<file path="src/rtl/qdc_pkg.sv">
package qdc_pkg;
  typedef struct packed {
    logic pwmOn;
    logic clearDiag;
  } qdcStrobe_t;
endpackage

</file>
<file path="src/rtl/qdc_ctrl.sv">
module qdc_ctrl
  import qdc_pkg::*;
#(
  parameter int PRESCALE   = 4,
  parameter int PWM_PERIOD = 16
) (
  input  logic       clk,
  input  logic       rstN,
  input  logic       diagClear,
  output qdcStrobe_t strobe
);
  localparam int PRE_W = (PRESCALE > 1) ? $clog2(PRESCALE) : 1;
  localparam int PH_W  = $clog2(PWM_PERIOD);
  localparam logic [PRE_W-1:0] PRE_LAST = PRE_W'(PRESCALE - 1);
  localparam logic [PH_W-1:0]  PH_LAST  = PH_W'(PWM_PERIOD - 1);

  logic [PRE_W-1:0] preCnt;
  logic [PH_W-1:0]  phase;
  logic             tick;

  assign tick = (preCnt == PRE_LAST);

  always_ff @(posedge clk or negedge rstN) begin
    if (!rstN) begin
      preCnt <= '0;
      phase  <= '0;
    end else begin
      preCnt <= tick ? '0 : preCnt + 1'b1;
      if (tick) phase <= (phase == PH_LAST) ? '0 : phase + 1'b1;
    end
  end

  always_comb begin
    strobe.pwmOn     = (phase == '0);
    strobe.clearDiag = diagClear;
  end


  phase_wrap_chk: assert property (@(posedge clk) disable iff (!rstN)
    (tick && phase == PH_LAST) |=> (phase == '0));

  phase_hold_chk: assert property (@(posedge clk) disable iff (!rstN)
    !tick |=> $stable(phase));
endmodule

</file>
<file path="src/rtl/qdc_datapath.sv">
module qdc_datapath
  import qdc_pkg::*;
#(
  parameter int NUM_CH = 4
) (
  input  logic                clk,
  input  logic                rstN,
  input  qdcStrobe_t          strobe,
  input  logic                progPol,
  input  logic                orMode,
  input  logic [NUM_CH-1:0]   parIn,
  input  logic [NUM_CH-1:0]   spiData,
  input  logic [NUM_CH-1:0]   overloadFlag,
  input  logic [NUM_CH-1:0]   openLoadFlag,
  input  logic [NUM_CH-1:0]   overTempFlag,
  output logic [NUM_CH-1:0]   chanOn,
  output logic [2*NUM_CH-1:0] diagCode,
  output logic [NUM_CH-1:0]   faultOk
);
  logic [NUM_CH-1:0] actLevel, cmd, nextOn;
  logic [NUM_CH-1:0] otSeen, olSeen, openSeen;

  assign actLevel = progPol ? parIn : ~parIn;
  assign cmd      = orMode ? (actLevel | spiData) : (actLevel & spiData);

  for (genvar i = 0; i < NUM_CH; i++) begin : g_ch
    assign nextOn[i] = overTempFlag[i] ? strobe.pwmOn : cmd[i];

    always_ff @(posedge clk or negedge rstN) begin
      if (!rstN) begin
        chanOn[i]   <= 1'b0;
        otSeen[i]   <= 1'b0;
        olSeen[i]   <= 1'b0;
        openSeen[i] <= 1'b0;
      end else begin
        chanOn[i]   <= nextOn[i];
        otSeen[i]   <= (otSeen[i]   & ~strobe.clearDiag) | overTempFlag[i];
        olSeen[i]   <= (olSeen[i]   & ~strobe.clearDiag) | overloadFlag[i];
        openSeen[i] <= (openSeen[i] & ~strobe.clearDiag) | openLoadFlag[i];
      end
    end

    always_comb begin
      if (otSeen[i])        diagCode[2*i+1:2*i] = 2'b00;
      else if (olSeen[i])   diagCode[2*i+1:2*i] = 2'b10;
      else if (openSeen[i]) diagCode[2*i+1:2*i] = 2'b01;
      else                  diagCode[2*i+1:2*i] = 2'b11;
    end
    assign faultOk[i] = diagCode[2*i+1] & diagCode[2*i];


    or_turns_on_chk: assert property (@(posedge clk) disable iff (!rstN)
      (orMode && spiData[i] && !overTempFlag[i]) |=> chanOn[i]);

    and_blocks_chk: assert property (@(posedge clk) disable iff (!rstN)
      (!orMode && !spiData[i] && !overTempFlag[i]) |=> !chanOn[i]);

    overtemp_code_chk: assert property (@(posedge clk) disable iff (!rstN)
      overTempFlag[i] |=> (diagCode[2*i+1:2*i] == 2'b00));

    sticky_hold_chk: assert property (@(posedge clk) disable iff (!rstN)
      (diagCode[2*i+1:2*i] != 2'b11 && !strobe.clearDiag) |=> (diagCode[2*i+1:2*i] != 2'b11));
  end
endmodule

</file>
<file path="src/rtl/quad_drive_combine.sv">
module quad_drive_combine
  import qdc_pkg::*;
#(
  parameter int NUM_CH     = 4,
  parameter int PRESCALE   = 4,
  parameter int PWM_PERIOD = 16
) (
  input  logic                clk,
  input  logic                rstN,
  input  logic                progPol,
  input  logic                orMode,
  input  logic [NUM_CH-1:0]   parIn,
  input  logic [NUM_CH-1:0]   spiData,
  input  logic [NUM_CH-1:0]   overloadFlag,
  input  logic [NUM_CH-1:0]   openLoadFlag,
  input  logic [NUM_CH-1:0]   overTempFlag,
  input  logic                diagClear,
  output logic [NUM_CH-1:0]   chanOn,
  output logic [2*NUM_CH-1:0] diagCode,
  output logic [NUM_CH-1:0]   faultOk
);
  qdcStrobe_t strobe;

  qdc_ctrl #(.PRESCALE(PRESCALE), .PWM_PERIOD(PWM_PERIOD)) u_ctrl (
    .clk(clk), .rstN(rstN), .diagClear(diagClear), .strobe(strobe)
  );

  qdc_datapath #(.NUM_CH(NUM_CH)) u_dp (
    .clk(clk), .rstN(rstN), .strobe(strobe),
    .progPol(progPol), .orMode(orMode), .parIn(parIn), .spiData(spiData),
    .overloadFlag(overloadFlag), .openLoadFlag(openLoadFlag),
    .overTempFlag(overTempFlag),
    .chanOn(chanOn), .diagCode(diagCode), .faultOk(faultOk)
  );
endmodule

</file>
<file path="config.mk">
export PLATFORM = sky130hd
export DESIGN_NAME = quad_drive_combine
export DESIGN_NICKNAME = d
export VERILOG_FILES = /design/src/rtl/qdc_pkg.sv /design/src/rtl/qdc_ctrl.sv /design/src/rtl/qdc_datapath.sv /design/src/rtl/quad_drive_combine.sv
export SDC_FILE = /design/constraint.sdc
export NUM_CORES = 1
export LEC_CHECK = 0
export CAP_MARGIN = 20
export CORE_MARGIN = 4
export CORE_UTILIZATION = 42
export DETAILED_ROUTE_END_ITERATION = 6
export PLACE_DENSITY_LB_ADDON = 0.1
export SYNTH_ARGS = -nofsm -noshare
export SYNTH_HDL_FRONTEND = slang
export SYNTH_HIERARCHICAL = 1
export SYNTH_SLANG_ARGS = --single-unit
</file>
<file path="constraint.sdc">
create_clock -name clk -period 1.85 [get_ports clk]
set_clock_uncertainty 0.1 [all_clocks]
set_input_delay 0.37 -clock clk [delete_from_list [all_inputs] [get_ports clk]]
set_output_delay 0.37 -clock clk [all_outputs]
set_load 0.1 [all_outputs]
</file>
* Word level (Yosys, flattened, before mapping)
Index checks and enable logic that the tools add are counted. Widths: inputs -> output; s select.
Cells by class: add/subtract/negate cells 2, eq/ne operators 2, multiplexer cells 20, bitwise logic cells 32, reduce and logical (&&, ||, !) cells 1
Operator list (number):
- $mux 2 | 13
- $and 1x1->1 | 16
- $mux 4 | 3
- $or 1x1->1 | 12
- $add 4x1->4 const B | 1
- $and 4x4->4 | 1
- $eq 4x4->1 const B | 1
- $logic_not 4->1 | 1
- $mux 1 | 4
- $not 4->4 | 1
- $or 4x4->4 | 1
- $add 2x1->2 const B | 1
- $eq 2x2->1 const B | 1
- $not 1->1 | 1
Storage, ports and cells: register bits 22, bits of input ports 25, output and inout port bits 16

* Depth between registers and ports, before layout
depth in word-level cells 5, depth in mapped cells 5

* Hierarchy
Netlist, hierarchy kept.
Modules (own cells, without submodules):
- qdc_datapath | times used 1, cells an instance 68, area an instance 740.7 um^2
- qdc_ctrl | times used 1, cells an instance 25, area an instance 282.8 um^2

* Worst setup path before layout
Ideal clock, no wire load.
path type flip-flop to output port, start point reg u_dp.otSeen[0], end point out faultOk[0], data arrival time 2466 ps, setup slack -1086 ps, cell stages (with the launch flop) 2, buffers on the path 0, cells stage by stage dfrtp_1 > nor3_1
Between the ends: longest elaborated chain between the ends 2
RTL lines:
- start, declared | line qdc_datapath.sv:21 | logic [NUM_CH-1:0] otSeen, olSeen, openSeen;
- start signal, assigned by index | line qdc_datapath.sv:37 | otSeen[i] <= (otSeen[i] & ~strobe.clearDiag) | overTempFlag[i];
- $mux 2 | line qdc_datapath.sv:44 | if (otSeen[i]) diagCode[2*i+1:2*i] = 2'b00;
- $and 1x1->1 | line qdc_datapath.sv:49 | assign faultOk[i] = diagCode[2*i+1] & diagCode[2*i];
- end, declared | line quad_drive_combine.sv:20 | output logic [NUM_CH-1:0] faultOk
No other way between the ends.

* Worst setup path after layout
Same ends and word-level chain as after synthesis.

==> flow_metrics.env <==
export IMPL_vias=823
export IMPL_dr_pass1_iters=4
export IMPL_finalHoldViolCount=0
export IMPL_vdd_drop_max_v=0.0005392
export IMPL_cts_made_buffers=3
export IMPL_die_h_um=57.37
export IMPL_crit_fanout=4
export IMPL_rows=17
export IMPL_numPortBuffers=40
export IMPL_clk_pin_slew_ps=130
export IMPL_rsz0062_at_grt="false"
export IMPL_multi_input_area_um2=466.7
export IMPL_clk_path_buf_depth=2
export IMPL_synth_area_per_cell_um2=11.01
export IMPL_synth_cell_types=22
export IMPL_p_leak_uw=0.0007222
export IMPL_synth_cells=93
export IMPL_n_fill_cell=152
export IMPL_die_area_mm2=0.003291
export IMPL_fmax_mhz=585.8
export IMPL_max_cap_violations=0
export IMPL_hold_buffers=0
export IMPL_start_util_pct=44.97
export IMPL_antenna_cells=0
export IMPL_overflow=0
export IMPL_drive_above_1_share_pct=30.37
export IMPL_synth_nets=121
export IMPL_insertion_delay_ps=310
export IMPL_worst_slack_ps=143.0
export IMPL_first_iter_violations=5
export IMPL_cts_resized=0
export IMPL_place_ws_ps=131.9
export IMPL_seq_area_frac_synth_pct=53.79
export IMPL_grt_start_max_net_pins=23
export IMPL_hold_worst_slack_ps=278.7
export IMPL_routed_wl_mm=2.275
export IMPL_gp_congestion=0.7263
export IMPL_grt_pass1_wl_mm=3.912
export IMPL_layout_min_cycle_time_ps=1707
export IMPL_worstPathArrival_ps=1240
export IMPL_fin_crit_sh_pct=92.27
export IMPL_outcome="complete, no violations"
export IMPL_power_density_mw_per_mm2=696.9
export IMPL_seq_area_um2=550.5
export IMPL_cts_setup_buffers=0
export IMPL_required_ps=1380
export IMPL_critical_path_class="flip-flop to output pin"
export IMPL_die_w_um=57.37
export IMPL_io_pin_count=41
export IMPL_final_area_mm2=0.001690
export IMPL_cts_sinks=22
export IMPL_placed_cell_area_mm2=0.001654
export IMPL_drv_slew=0
export IMPL_cts_tree="yes"
export IMPL_finalSetupViolCount=0
export IMPL_holdCritPathClass="input port to async pin"
export IMPL_yosys_warnings=6
export IMPL_nets=164
export IMPL_ant_nets=0
export IMPL_vias_per_cell=5.049
export IMPL_syn_area_mm2=0.001023
export IMPL_end_kind="output pin"
export IMPL_hpwl_mm=1.758
export IMPL_grt_pass1_vias=895
export IMPL_root_buffer="clkbuf_4"
export IMPL_area_growth_pct=65.16
export IMPL_antenna_found_initial=0
export IMPL_tightest_slew_ps=430.5
export IMPL_drcViolationCount=0
export IMPL_start_kind="flip-flop"
export IMPL_relSlewSlack_pct=71.27
export IMPL_grtUsageTotal_pct=15.55
export IMPL_ctsHtreeMaxLevel=1
export IMPL_coreArea_mm2=0.002276
export IMPL_wl_per_cell_um=13.96
export IMPL_synth_seq_cells=22
==> logic make-up after synthesis <==
| family | Yosys count | share of synthesized area [%] |
|---|---|---|
| xor+xnor | 5 | 6.112 |
| simple gates | 23 | 9.780 |
| flops | 22 | 53.79 |
| buf+inv | 11 | 5.623 |
| fa+ha+maj | 3 | 3.668 |
| compound gates | 29 | 21.03 |
==> per-layer routing <==
| metal | track usage [%] | wire (um) |
|---|---|---|
| met2 | 25.16 | 1106 |
| met4 | 7.947 | 23 |
| met1 | 18.64 | 966 |
| met5 | 0 | 0 |
| met3 | 4.525 | 178 |
==> cell usage in the layout (no fill, tap or decap) <==
cell type / synthesis / layout
inv_1: 7 / 7
nor3_4: 0 / 1
nor2_2: 0 / 4
buf_12: 0 / 16
nor3b_1: 1 / 1
clkdlybuf4s50_1: 0 / 24
o21ai_1: 1 / 1
a21o_1: 12 / 12
o31ai_2: 3 / 3
nor3_2: 0 / 3
ha_1: 3 / 3
nand2_2: 1 / 1
nand3_1: 2 / 2
a21oi_2: 1 / 5
xnor2_4: 1 / 1
dfrtp_1: 22 / 22
xnor2_1: 4 / 4
o21ai_0: 2 / 2
clkbuf_4: 0 / 3
o31ai_1: 1 / 1
nor2_1: 9 / 5
o41ai_2: 1 / 1
buf_4: 2 / 2
clkbuf_8: 0 / 1
nand2_1: 6 / 6
a21oi_1: 8 / 4
==> registers in the layout, summed over array words and instances (netlist names) <==
signal         count
u_dp/chanOn        4
u_ctrl/preCnt      2
u_dp/openSeen      4
u_ctrl/phase       4
u_dp/otSeen        4
u_dp/olSeen        4
==> Yosys cell counts <==
cell type | number | area share (%)
dfrtp_1 | 22 | 54
a21o_1 | 12 | 8.8
nor2_1 | 9 | 3.3
a21oi_1 | 8 | 3.9
inv_1 | 7 | 2.6
nand2_1 | 6 | 2.2
nor3_1 | 4 | 2.0
xnor2_1 | 4 | 3.4
ha_1 | 3 | 3.7
o31ai_2 | 3 | 3.7
buf_4 | 2 | 1.5
nand3_1 | 2 | 0.98
o21ai_0 | 2 | 0.98
a21oi_2 | 1 | 0.86
buf_2 | 1 | 0.49
buf_6 | 1 | 1.1
nand2_2 | 1 | 0.61
nor3b_1 | 1 | 0.73
o21ai_1 | 1 | 0.49
o31ai_1 | 1 | 0.73
o41ai_2 | 1 | 1.6
xnor2_4 | 1 | 2.7
==> final cells by class <==
cell class	count	area share, %
inverters	7	1.554
multi-input cells	60	27.61
clock buffers	4	2.147
flip-flops and latches	22	32.57
repair buffers	42	34.05
well taps	28	2.073
==> power breakdown <==
group          switching, uW  total [uW]  internal, uW
sequential              32.3         538           505
clock                    151         271           120
combinational            214         370           156
total                    397        1180           781
==> critical path: stages, from the launching register on <==
cell,delay [ps]
dfrtp_1,450
nor3_2,260
buf_12,210
==> final timing paths <==
path / start / end / slack [ps] / cells past startpoint
min in group clk: u_ctrl/preCnt[0]$_DFF_PN0_ / u_ctrl/preCnt[0]$_DFF_PN0_ / 340 / 1
setup / recovery: u_dp/otSeen[0]$_DFF_PN0_ / faultOk[0] / 140 / 2
max in group asynchronous: rstN / u_dp/openSeen[2]$_DFF_PN0_ / 1150 / 2
hold / removal: rstN / u_ctrl/phase[1]$_DFFE_PN0N_ / 280 / 2
hold reg to reg: u_ctrl/preCnt[0]$_DFF_PN0_ / u_ctrl/preCnt[0]$_DFF_PN0_ / 340 / 1
setup reg to reg: u_ctrl/phase[0]$_DFFE_PN0N_ / u_dp/chanOn[3]$_DFF_PN0_ / 470 / 6
==> per-stage QoR <==
stage / total power [uW] / util (%) / TNS, ps / instances
global route: 1232 / 74.27 / 0 / 163
CTS: 1193 / 74.27 / 0 / 163
global placement: 912.6 / 72.68 / 0 / 159
floorplan: 750.7 / - / -786.9 / 93
detailed placement: 919.5 / 72.68 / 0 / 159
finish: 1178 / 74.27 / 0 / 163
(Power assumes the default switching activity.)
